**src/rtl/tic_pkg.sv**
```systemverilog
package tic_pkg;
    localparam int CNT_W  = 16;
    localparam int BYTE_W = 8;

    typedef enum logic {
        CH_IDLE = 1'b0,
        CH_PEND = 1'b1
    } chan_state_e;
endpackage

```
**src/rtl/tic_free_counter.sv**
```systemverilog
module tic_free_counter
    import tic_pkg::*;
(
    input  logic             clk,
    input  logic             rst_n,
    input  logic             en,
    output logic [CNT_W-1:0] count
);
    // Advances at the clock edge that closes each bus cycle; the capture
    // path samples the registered value, which is stable all cycle long.
    always_ff @(posedge clk or negedge rst_n) begin
        if (!rst_n) begin
            count <= '0;
        end else if (en) begin
            count <= count + 1'b1;
        end
    end
endmodule

```
**src/rtl/tic_edge_sync.sv**
```systemverilog
module tic_edge_sync (
    input  logic       clk,
    input  logic       rst_n,
    input  logic       en,
    input  logic       pin,
    input  logic [1:0] sel,
    output logic       hit
);
    logic meta_q;
    logic sync_q;
    logic last_q;

    always_ff @(posedge clk or negedge rst_n) begin
        if (!rst_n) begin
            meta_q <= 1'b0;
            sync_q <= 1'b0;
            last_q <= 1'b0;
        end else if (en) begin
            meta_q <= pin;
            sync_q <= meta_q;
            last_q <= sync_q;
        end
    end

    logic rise;
    logic fall;
    assign rise = sync_q & ~last_q;
    assign fall = ~sync_q & last_q;
    assign hit  = en & ((sel[0] & rise) | (sel[1] & fall));
endmodule

```
**src/rtl/tic_capture_chan.sv**
```systemverilog
module tic_capture_chan
    import tic_pkg::*;
(
    input  logic             clk,
    input  logic             rst_n,
    input  logic             en,
    input  logic             hit,
    input  logic             hi_rd,
    input  logic [CNT_W-1:0] count,
    output logic [CNT_W-1:0] cap,
    output logic             pend
);
    chan_state_e st_q;
    chan_state_e st_d;
    logic        load_now;
    logic        load_held;
    logic        take_held;
    logic [CNT_W-1:0] held_q;

    always_comb begin
        st_d      = st_q;
        load_now  = 1'b0;
        load_held = 1'b0;
        take_held = 1'b0;
        if (en) begin
            unique case (st_q)
                CH_IDLE: begin
                    if (hit && hi_rd) begin
                        take_held = 1'b1;
                        st_d      = CH_PEND;
                    end else if (hit) begin
                        load_now  = 1'b1;
                    end
                end
                CH_PEND: begin
                    if (hi_rd) begin
                        take_held = hit;
                    end else begin
                        st_d      = CH_IDLE;
                        load_now  = hit;
                        load_held = ~hit;
                    end
                end
            endcase
        end
    end

    // State register: the only reset flops of the channel.
    always_ff @(posedge clk or negedge rst_n) begin
        if (!rst_n) begin
            st_q <= CH_IDLE;
        end else begin
            st_q <= st_d;
        end
    end

    // Output data path: capture and pending holder keep their value over reset.
    always_ff @(posedge clk) begin
        if (take_held) begin
            held_q <= count;
        end
        if (load_now) begin
            cap <= count;
        end else if (load_held) begin
            cap <= held_q;
        end
    end

    assign pend = (st_q == CH_PEND);
endmodule

```
**src/rtl/tic_capture_unit.sv**
```systemverilog
module tic_capture_unit
    import tic_pkg::*;
#(
    parameter int          NUM_CH    = 3,
    parameter int          ADDR_W    = 8,
    parameter logic [7:0]  BASE_ADDR = 8'h10
) (
    input  logic                  clk,
    input  logic                  rst_n,
    input  logic                  bus_en,
    input  logic [NUM_CH-1:0]     cap_pin,
    input  logic [2*NUM_CH-1:0]   edge_sel,
    input  logic [ADDR_W-1:0]     rd_addr,
    input  logic                  rd_stb,
    output logic [BYTE_W-1:0]     rd_data
);
    localparam int BYTES_PER_CH = CNT_W / BYTE_W;

    logic [CNT_W-1:0]             cnt_q;
    logic [NUM_CH-1:0][CNT_W-1:0] cap_q;
    logic [NUM_CH-1:0]            pend_q;
    logic [NUM_CH-1:0]            hit;
    logic [NUM_CH-1:0]            hi_rd;

    tic_free_counter u_cnt (
        .clk   (clk),
        .rst_n (rst_n),
        .en    (bus_en),
        .count (cnt_q)
    );

    for (genvar c = 0; c < NUM_CH; c++) begin : g_ch
        localparam logic [ADDR_W-1:0] HI_ADDR = ADDR_W'(BASE_ADDR + BYTES_PER_CH * c);

        assign hi_rd[c] = bus_en & rd_stb & (rd_addr == HI_ADDR);

        tic_edge_sync u_sync (
            .clk   (clk),
            .rst_n (rst_n),
            .en    (bus_en),
            .pin   (cap_pin[c]),
            .sel   (edge_sel[2*c +: 2]),
            .hit   (hit[c])
        );

        tic_capture_chan u_chan (
            .clk   (clk),
            .rst_n (rst_n),
            .en    (bus_en),
            .hit   (hit[c]),
            .hi_rd (hi_rd[c]),
            .count (cnt_q),
            .cap   (cap_q[c]),
            .pend  (pend_q[c])
        );
    end

    always_comb begin
        rd_data = '0;
        if (rd_stb) begin
            for (int c = 0; c < NUM_CH; c++) begin
                if (rd_addr == ADDR_W'(BASE_ADDR + BYTES_PER_CH * c)) begin
                    rd_data = cap_q[c][CNT_W-1 -: BYTE_W];
                end else if (rd_addr == ADDR_W'(BASE_ADDR + BYTES_PER_CH * c + 1)) begin
                    rd_data = cap_q[c][BYTE_W-1:0];
                end
            end
        end
    end
endmodule

```
**config.mk**
```make
export PLATFORM = sky130hd
export DESIGN_NAME = tic_capture_unit
export DESIGN_NICKNAME = d
export VERILOG_FILES = /design/src/rtl/tic_pkg.sv /design/src/rtl/tic_free_counter.sv /design/src/rtl/tic_edge_sync.sv /design/src/rtl/tic_capture_chan.sv /design/src/rtl/tic_capture_unit.sv
export SDC_FILE = /design/constraint.sdc
export NUM_CORES = 1
export LEC_CHECK = 0
export ABC_AREA = 1
export BUFFER_PORTS_ARGS = -buffer_cell sky130_fd_sc_hd__buf_2
export CORE_MARGIN = 4
export CORE_UTILIZATION = 61
export CTS_BUF_LIST = sky130_fd_sc_hd__clkbuf_8 sky130_fd_sc_hd__clkbuf_16
export DETAILED_ROUTE_END_ITERATION = 8
export PLACE_DENSITY = 0.8
export RECOVER_POWER = 100
export SLEW_MARGIN = 15
export SYNTH_ARGS = -nofsm -noshare
export SYNTH_HDL_FRONTEND = slang
export SYNTH_SLANG_ARGS = --single-unit
```
**constraint.sdc**
```tcl
create_clock -name clk -period 2 [get_ports clk]
set_input_delay 0.4 -clock clk [delete_from_list [all_inputs] [get_ports clk]]
set_output_delay 0.4 -clock clk [all_outputs]
set_load 0.05 [all_outputs]
```
==> impl_metrics.py, run 1 <==
metrics = {
    "layout": {
        "drive_above_1_share": 0.338,
        "antenna_cells": 0,
        "area_growth_pct": 31.0,
        "final_nets": 600,
        "stdcell_area_sq_um": 7290,
        "fin_util": 0.827,
        "layoutNonFillerInstCount": 699,
    },
    "route": {
        "routed_wl_um": 14800,
        "post-route-drc-count": 0,
        "dr.first_iter.drc_count": 547,
        "ant_nets": 0,
        "wl_per_cell_um": 21.2,
        "vias": 4297,
        "drt_pass1_iterations": 5,
        "vias_per_cell": 6.15,
    },
    "clock_tree": {
        "cts_sinks": 124,
        "cts_max_path_buffers": 2,
        "cts_tree": "done",
        "h-tree-depth": 4,
        "clock_latency_ps": 530,
        "root_buffer": "clkbuf_8",
        "cts-buffers-inserted": 17,
        "clk_pin_slew_ps": 60,
    },
    "sta": {
        "relSlewSlack": 0.511,
        "finalSetupTns_ps": -708,
        "fin_crit_ps": 2160,
        "fin_crit_sh": 1.08,
        "skew_ps": 10.1,
        "report.final.hold_viol_count": 0,
        "drv_slew": 0,
        "tightest_slew_ps": 734,
        "fmax_ghz": 0.463,
        "setup_viol": 8,
        "setup_slack_ps": -161,
        "rsz0062_at_grt": "yes",
        "hold_slack_ps": 75.4,
    },
    "global_routing": {
        "grt_max_degree": 33,
        "grt_overflow": 0,
        "grt_pass1_vias": 4026,
        "grt_pass1_wl_um": 21300,
        "grt_usage": 0.273,
        "antenna_found_initial": 0,
    },
    "placed_design": {
        "hpwl_um": 8310,
        "place_inst": 652,
        "place_congestion": 0.894,
        "post-place-ws_ps": -145,
        "postPlaceCellArea_sq_um": 6200,
        "portBuffers": 28,
    },
    "setup_path": {
        "endpoint_kind": "output port",
        "startpoint_type": "input port",
        "required_ps": 1600,
        "crit_path_max_fanout": 7,
        "criticalPathCategory": "in2out",
        "r2r-start": "g_ch[2].u_sync.sync_q$_DFFE_PN0P_",
        "cp_data_arrival_time_ps": 1760,
        "crit_path_start": "rd_addr[5]",
        "r2r_setup_slack_ps": 230,
    },
    "synthesis": {
        "seq_area_frac_synth": 0.644,
        "synth_most_common_cell": "nand2_1",
        "syn_area_sq_um": 5560,
        "netlist_top_cells_area": "edfxtp_1, dfrtp_1, nand2_1, o21ai_0, inv_1",
        "synth_edf_count": 96,
        "syn-instance-count": 497,
        "synth-main-ff-cell": "edfxtp_1",
        "synth_common_cells": "nand2_1, edfxtp_1, inv_1",
        "synth_area_leader_cell": "edfxtp_1",
        "ys_seq_elements": 124,
        "async_flop_share": 0.226,
        "synth_cell_types": 37,
        "yosysWarnings": 0,
        "syn_area_per_cell_sq_um": 11.2,
        "yosysTopAreaCellShare": 0.518,
        "synth_nets": 519,
    },
    "pwr": {
        "seqPwrFrac": 0.459,
        "p_clk_frac": 0.415,
        "power_density_nw_per_um2": 970,
        "total_power_mw": 7.07,
        "p_comb_frac": 0.126,
        "irDropWorstVdd_v": 0.00103,
        "p_leak_nw": 2.92,
        "switchingPower_mw": 2.04,
        "p_int_mw": 5.03,
        "swShare": 0.288,
    },
    "outcome": {
        "violations": "setup timing",
        "outcome": "finished with violations",
    },
    "min_path": {
        "hold_path_class": "in2reg",
        "hold_start": "cap_pin[1]",
    },
    "die": {
        "num_io_pins": 29,
        "die_h_um": 103,
        "core-area_sq_um": 8810,
        "die_width_um": 103,
        "die_area_sq_um": 10700,
        "rows": 34,
        "start_util": 0.632,
    },
    "flow_run": {
        "drv_cap": 0,
    },
}
-- sequential cells by signal, indices dropped and copies added, names as in the netlist --
| name | flops |
|---|---|
| u_cnt.count | 16 |
| g_ch.u_sync.meta_q | 3 |
| g_ch.u_chan.cap | 48 |
| g_ch.u_sync.last_q | 3 |
| g_ch.u_sync.sync_q | 3 |
| g_ch.u_chan.pend | 3 |
| g_ch.u_chan.held_q | 48 |
-- final cells by class --
cell class / instances / area, sq um
clock buffer: 17 / 414
clock inverter: 15 / 158
fill: 412 / 1520
inverter: 51 / 194
multi-input combinational: 302 / 1880
sequential: 124 / 3580
tap: 108 / 135
timing repair buffer: 82 / 923
-- power groups by stage --
| stage | logic [mW] | registers [mW] | clock network (mW) |
|---|---|---|---|
| finish | 0.891 | 3.24 | 2.93 |
| global route | 0.970 | 3.26 | 3.08 |
| CTS | 0.852 | 3.23 | 2.94 |
| detailed placement | 0.796 | 3.27 | 0 |
| global placement | 0.754 | 3.25 | 0 |
| floorplan | 0.521 | 3.22 | 0 |
-- metal layers --
layer	part of all wire	vias to the layer above	global-route usage	routed length, um
met5	0	-	0	0
met3	0.091	49	0.0698	1350
met2	0.50	294	0.433	7370
met4	0.035	0	0.0946	524
met1	0.38	2074	0.371	5580
li1	-	1880	-	-
-- worst paths after layout --
| path | endpoint | cells after the start |
|---|---|---|
| worst max-delay path | rd_data[6] | 13 |
| worst min-delay path | g_ch[1].u_sync.meta_q$_DFFE_PN0P_ | 3 |
| worst max register to register | g_ch[2].u_chan.cap[5]$_DFFE_PP_ | 6 |
| worst min register to register | g_ch[2].u_sync.meta_q$_DFFE_PN0P_ | 2 |
| max in group asynchronous | u_cnt.count[10]$_DFFE_PN0P_ | 2 |
| min in group asynchronous | g_ch[0].u_sync.meta_q$_DFFE_PN0P_ | 2 |
-- logic make-up after synthesis --
logic type | synth area share
compound gates | 0.104
simple gates | 0.160
fa+ha+maj | 0.00225
flops | 0.644
buf+inv | 0.0652
xor+xnor | 0.0236
-- cell usage in the layout, fill, tap and decap left out, types with 8 or more instances in the layout --
cell type	Yosys	layout
buf_12	1	14
buf_2	3	13
buf_4	5	30
buf_6	6	13
clkbuf_16	0	17
dfrtp_1	28	28
edfxtp_1	96	96
inv_1	47	41
inv_2	4	9
nand2_1	117	95
nand2_2	2	23
nand3_1	24	13
nand3_2	3	11
nand3b_1	12	12
nor2_1	14	8
o21ai_0	44	33
o21ai_1	16	25
o21ai_2	13	15
xor2_1	15	15
-- critical path, stage by stage --
cell     delay, ps
buf_6          100
inv_2           50
nand2_2         60
nor2_4         150
buf_12         140
buf_16         140
nand3_4         70
nand2_2        100
inv_2           40
nand2_2         80
nand2_2         90
a21oi_4        170
buf_8          160
-- repair_timing --
action / CTS / global route
pin swaps: 7 / 36
hold buffers: 1 / 0
setup endpoints to repair: 8 / 8
cloned: 3 / 2
endpoints found under the hold margin: 28 / 0
resized for setup: 41 / 64
buffers inserted: 3 / 7
No activity file was read; power rests on OpenSTA's default activity.
==> inputs of run 2 (changes only) <==
--- a/config.mk
+++ b/config.mk
@@ -13,6 +13,7 @@
 export DETAILED_ROUTE_END_ITERATION = 8
 export PLACE_DENSITY = 0.8
 export RECOVER_POWER = 100
+export SKIP_CTS_REPAIR_TIMING = 1
 export SLEW_MARGIN = 15
 export SYNTH_ARGS = -nofsm -noshare
 export SYNTH_HDL_FRONTEND = slang
==> run 2 against run 1 <==
Effect of this change:
- clock skew shrank 2.4 ps
- first-iteration DRC count up 5.1%
- worst hold slack improved by 6.3 ps
- via count shrank 4.4%
- critical path type unchanged
- register-to-register slack gained 40 ps
- the flow still finishes with violations (setup timing)
- sequential power about the same
- count of clock-buffer cells in the layout did not move
- global-route usage is 1.1 points lower
- wire length fell by 11%
- power is 0.82% lower
- sequential share of layout area up 1.9 points
- die area unchanged
==> impl_metrics.py, run 2 (synthesized netlist as in run 1, its figures left out) <==
metrics = {
    "outcome": {
        "outcome": "finished with violations",
        "violations": "setup timing",
    },
    "flow_run": {
        "drv_cap": 0,
    },
    "route": {
        "vias_per_cell": 5.92,
        "routed_wl_um": 13200,
        "drt_pass1_iterations": 5,
        "dr.first_iter.drc_count": 575,
        "ant_nets": 0,
        "post-route-drc-count": 0,
        "vias": 4106,
        "wl_per_cell_um": 19.1,
    },
    "sta": {
        "rsz0062_at_grt": "yes",
        "fmax_ghz": 0.476,
        "skew_ps": 7.71,
        "fin_crit_sh": 1.05,
        "relSlewSlack": 0.515,
        "report.final.hold_viol_count": 0,
        "finalSetupTns_ps": -607,
        "hold_slack_ps": 81.6,
        "drv_slew": 0,
        "fin_crit_ps": 2100,
        "setup_slack_ps": -102,
        "setup_viol": 8,
        "tightest_slew_ps": 727,
    },
    "die": {
        "die_area_sq_um": 10700,
        "die_width_um": 103,
        "die_h_um": 103,
        "core-area_sq_um": 8810,
        "rows": 34,
        "num_io_pins": 29,
        "start_util": 0.632,
    },
    "clock_tree": {
        "cts_tree": "done",
        "clock_latency_ps": 520,
        "root_buffer": "clkbuf_8",
        "h-tree-depth": 4,
        "cts-buffers-inserted": 17,
        "clk_pin_slew_ps": 60,
        "cts_max_path_buffers": 2,
        "cts_sinks": 124,
    },
    "global_routing": {
        "grt_overflow": 0,
        "grt_max_degree": 33,
        "grt_pass1_wl_um": 20500,
        "grt_usage": 0.262,
        "grt_pass1_vias": 3905,
        "antenna_found_initial": 1,
    },
    "layout": {
        "area_growth_pct": 26.2,
        "final_common_cell": "nand2_1",
        "final_cell_mix": "nand2_1, edfxtp_1, inv_1, o21ai_0, buf_4",
        "final_nets": 594,
        "drive_above_1_share": 0.287,
        "fillers": 466,
        "antenna_cells": 0,
        "stdcell_area_sq_um": 7020,
        "reg.largest.list": "g_ch.u_chan.cap: 48 flops, g_ch.u_chan.held_q: 48 flops, u_cnt.count: 16 flops",
    },
    "setup_path": {
        "worst_path_max_delay_cell": "nor2_4",
        "r2r-end": "g_ch[2].u_chan.cap[5]$_DFFE_PP_",
        "required_ps": 1600,
        "crit_path_max_fanout": 7,
        "startpoint_type": "input port",
        "endpoint_kind": "output port",
        "slowest_delay_ps": 240,
        "r2r-start": "g_ch[2].u_sync.sync_q$_DFFE_PN0P_",
        "critPathTopFamily": "simple AND/OR/NAND/NOR gates",
        "path_cells": "buf_6 -> inv_2 -> nand2_2 -> nor2_4 -> clkbuf_16 -> nand3_1 -> nand2_1 -> inv_1 -> nand2_1 -> nand2_2 -> a21oi_4 -> buf_8",
        "r2r_cells": 6,
        "r2r_setup_slack_ps": 270,
        "criticalPathCategory": "in2out",
        "cp_num_buf_inv": 5,
        "cp_data_arrival_time_ps": 1700,
    },
    "min_path": {
        "hold_start": "cap_pin[0]",
        "min_path_cells": 3,
        "whs_endpoint": "g_ch[0].u_sync.meta_q$_DFFE_PN0P_",
        "hold_path_class": "in2reg",
    },
    "pwr": {
        "power_density_nw_per_um2": 998,
        "p_leak_nw": 2.86,
        "irDropWorstVdd_v": 0.00103,
        "total_power_mw": 7.01,
    },
    "placed_design": {
        "portBuffers": 28,
        "place_congestion": 0.894,
        "postPlaceCellArea_sq_um": 6200,
        "hpwl_um": 8310,
    },
}
## run 2: worst max path at each step
stage | from | end | slack (ps) | cells past startpoint
floorplan | rd_addr[5] | rd_data[0] | -70 | 11
global placement | rd_addr[5] | rd_data[2] | -80 | 12
detailed placement | rd_addr[5] | rd_data[4] | -140 | 10
CTS | rd_addr[5] | rd_data[5] | -160 | 10
global route | rd_addr[7] | rd_data[0] | -190 | 12
finish | rd_addr[7] | rd_data[5] | -100 | 12
## run 2: final cells by class
class,instances,area (sq um),area share
clock buffer,17,414,0.0590
sequential,124,3580,0.510
tap,108,135,0.0192
timing repair buffer,76,774,0.110
multi-input combinational,302,1760,0.251
clock inverter,15,158,0.0225
inverter,51,191,0.0273
## run 2: layer usage
layer	vias up	global-route usage	part of all wire	routed length (um)
met1	1960	0.364	0.39	5200
met5	-	0	0.00091	12
met4	2	0.0867	0.026	348
li1	1872	-	-	-
met2	238	0.409	0.50	6560
met3	34	0.0644	0.085	1120
## run 2: report_power, final
part	switching [mW]	leakage, nW	internal [mW]
clock	1.22	0.276	1.70
sequential	0.195	1.22	3.04
combinational	0.579	1.36	0.270
## run 2: metrics by stage
step           cells  utilization  setup slack [ps]
3_3_place_gp     652        0.704             -78.8
6_report         693        0.797              -102
2_1_floorplan    497            -             -70.0
5_1_grt          693        0.797              -195
3_5_place_dp     652        0.704              -145
4_1_cts          684        0.769              -159
## run 2: worst min-delay path, stage by stage
cell and delay, ps:
buf_2 70, nand2_1 40, nand2_1 50
==> inputs of run 3 (changes only) <==
--- a/config.mk
+++ b/config.mk
@@ -6,15 +6,16 @@
 export NUM_CORES = 1
 export LEC_CHECK = 0
 export ABC_AREA = 1
-export BUFFER_PORTS_ARGS = -buffer_cell sky130_fd_sc_hd__buf_2
 export CORE_MARGIN = 4
-export CORE_UTILIZATION = 61
+export CORE_UTILIZATION = 63
 export CTS_BUF_LIST = sky130_fd_sc_hd__clkbuf_8 sky130_fd_sc_hd__clkbuf_16
 export DETAILED_ROUTE_END_ITERATION = 8
+export DONT_BUFFER_PORTS = 1
 export PLACE_DENSITY = 0.8
 export RECOVER_POWER = 100
 export SKIP_CTS_REPAIR_TIMING = 1
 export SLEW_MARGIN = 15
 export SYNTH_ARGS = -nofsm -noshare
 export SYNTH_HDL_FRONTEND = slang
+export SYNTH_HIERARCHICAL = 1
 export SYNTH_SLANG_ARGS = --single-unit
==> run 3 against run 2 <==
Effect of this change:
- the flow now finishes without violations
- worst setup slack gained 200 ps
- clock skew shrank 0.77 ps
- register-to-register slack lost 130 ps
- critical path depth shrank 4
- critical endpoint unchanged
- cell count grew 2.7%
- largest cell class unchanged
- area after synthesis grew 5.6%
- largest power group unchanged
- synthesized cell count grew 14%
- worst hold slack lost 82 ps
- highest routed layer is now met4
- count of clock-buffer cells in the layout is the same
- design area shrank 4.4%
- power shrank 3.2%
==> impl_metrics.py, run 3 <==
metrics = {
    "global_routing": {
        "grt_overflow": 0,
        "antenna_found_initial": 0,
        "grt_usage": 0.255,
        "grt_max_degree": 89,
        "grt_pass1_vias": 4219,
        "grt_pass1_wl_um": 21300,
    },
    "layout": {
        "area_growth_pct": 14.3,
        "fin_util": 0.755,
        "final_nets": 613,
        "reg.largest.list": "g_ch.u_chan/cap: 48 flops, g_ch.u_chan/held_q: 48 flops, u_cnt/count: 16 flops",
        "layoutNonFillerInstCount": 712,
        "drive_above_1_share": 0.147,
        "final_common_cell": "nand2_1",
        "antenna_cells": 0,
        "final_cell_mix": "nand2_1, edfxtp_1, nand4_1, nand3_1, nor2_1",
        "fillers": 560,
    },
    "min_path": {
        "hold_path_class": "in2reg",
        "hold_start": "bus_en",
        "min_path_cells": 1,
        "whs_endpoint": "g_ch[2].u_sync/sync_q$_DFFE_PN0P_",
    },
    "setup_path": {
        "cp_num_buf_inv": 3,
        "startpoint_type": "input port",
        "r2r-end": "g_ch[0].u_chan/held_q[9]$_DFFE_PP_",
        "crit_path_start": "rd_addr[1]",
        "required_ps": 1600,
        "crit_path_max_fanout": 10,
        "slowest_delay_ps": 200,
        "worst_path_max_delay_cell": "nand2_1",
        "path_cells": "inv_2 -> nand2_1 -> nor2_1 -> nand2_1 -> inv_2 -> a21oi_1 -> a21oi_2 -> buf_12",
        "endpoint_kind": "output port",
        "r2r_setup_slack_ps": 140,
        "criticalPathCategory": "in2out",
        "r2r_cells": 6,
        "cp_data_arrival_time_ps": 1510,
        "critPathTopFamily": "simple AND/OR/NAND/NOR gates",
        "r2r-start": "g_ch[0].u_sync/sync_q$_DFFE_PN0P_",
    },
    "clock_tree": {
        "cts-buffers-inserted": 17,
        "clk_pin_slew_ps": 60,
        "h-tree-depth": 4,
        "cts_sinks": 124,
        "clock_latency_ps": 510,
        "root_buffer": "clkbuf_8",
        "cts_max_path_buffers": 2,
        "cts_tree": "done",
    },
    "route": {
        "routed_wl_um": 13600,
        "dr.first_iter.drc_count": 686,
        "post-route-drc-count": 0,
        "ant_nets": 0,
        "wl_per_cell_um": 19.1,
        "vias": 4397,
        "vias_per_cell": 6.18,
        "drt_pass1_iterations": 7,
    },
    "synthesis": {
        "syn_area_sq_um": 5870,
        "yosysTopAreaCellShare": 0.491,
        "synth_edf_count": 96,
        "async_flop_share": 0.226,
        "synth-main-ff-cell": "edfxtp_1",
        "syn-instance-count": 566,
        "synth_area_leader_cell": "edfxtp_1",
        "synth_common_cells": "nand2_1, edfxtp_1, nand4_1",
        "synth_most_common_cell": "nand2_1",
        "ys_seq_elements": 124,
        "netlist_top_cells_area": "edfxtp_1, dfrtp_1, nand2_1, nand4_1, nand3_1",
        "synth_cell_types": 29,
        "synth_nets": 588,
        "syn_area_per_cell_sq_um": 10.4,
        "yosysWarnings": 6,
        "seq_area_frac_synth": 0.610,
    },
    "pwr": {
        "power_density_nw_per_um2": 1010,
        "irDropWorstVdd_v": 0.000603,
        "p_leak_nw": 2.67,
    },
    "sta": {
        "fmax_ghz": 0.525,
        "fin_crit_ps": 1910,
        "report.final.hold_viol_count": 0,
        "setup_slack_ps": 94.0,
        "setup_viol": 0,
        "relSlewSlack": 0.131,
        "skew_ps": 6.94,
        "tightest_slew_ps": 1300,
        "finalSetupTns_ps": 0,
        "drv_slew": 0,
        "fin_crit_sh": 0.953,
    },
    "outcome": {
        "outcome": "complete, no violations",
    },
    "placed_design": {
        "hpwl_um": 8480,
        "portBuffers": 0,
        "place_inst": 676,
        "post-place-ws_ps": 51.2,
        "place_congestion": 0.820,
    },
    "flow_run": {
        "drv_cap": 0,
    },
    "die": {
        "die_area_sq_um": 10900,
        "rows": 34,
        "die_width_um": 105,
        "num_io_pins": 29,
        "start_util": 0.660,
        "core-area_sq_um": 8890,
        "die_h_um": 105,
    },
}
[run 3: changes by cell type after synthesis, moves of 12 or more]
cell	change
a21oi_1	+12
inv_1	-16
nand2_1	+60
nand4_1	+57
nor2_1	+19
o21ai_0	-29
o21ai_1	-15
o21ai_2	-13
[run 3: per-stage QoR]
stage	instance area [sq um]	total power, mW	hold slack [ps]
2_1_floorplan	5930	3.49	104
3_3_place_gp	6130	3.66	106
3_5_place_dp	6130	3.71	106
4_1_cts	6750	6.82	-436
5_1_grt	6710	6.99	6.34
6_report	6710	6.78	0.0102
[run 3: cell type report]
type	instances	area, sq um	share of cell area
flip-flops and latches	124	3580	0.534
multi-input cells	378	1890	0.282
clock buffers	17	414	0.0617
repair buffers	27	319	0.0475
clock inverters	15	198	0.0295
inverters	43	169	0.0252
well taps	108	135	0.0201
[run 3: power breakdown]
group | leakage (nW) | switching, mW | internal [mW] | total (mW)
clock | 0.290 | 1.11 | 2.02 | 3.13
sequential | 1.16 | 0.234 | 2.94 | 3.18
combinational | 1.22 | 0.324 | 0.153 | 0.477
[run 3: worst max-delay path by stage]
stage	end	slack (ps)	depth (start not counted)
2_1_floorplan	g_ch[0].u_chan/held_q[0]$_DFFE_PP_	8	7
3_3_place_gp	rd_data[4]	100	11
3_5_place_dp	rd_data[5]	50	8
4_1_cts	rd_data[5]	50	8
5_1_grt	rd_data[4]	-9	10
6_report	rd_data[5]	90	8
[run 3: metal layers]
layer / vias up / routed length, um / track usage
met2: 309 / 6390 / 0.402
met4: 0 / 582 / 0.153
li1: 1998 / - / -
met1: 2034 / 5280 / 0.325
met5: - / 0 / 0
met3: 56 / 1380 / 0.0586
[run 3: kinds of logic (layout without fill, tap and decap cells)]
| kind of cell | Yosys count | count (layout) | synth area share |
|---|---|---|---|
| AO/OA/AOI/OAI | 32 | 32 | 0.0273 |
| XOR/XNOR | 11 | 11 | 0.0164 |
| adder cells (fa/ha/maj) | 1 | 1 | 0.00213 |
| buffers and inverters | 65 | 102 | 0.0729 |
| flip-flops | 124 | 124 | 0.610 |
| AND/OR/NAND/NOR | 333 | 334 | 0.271 |
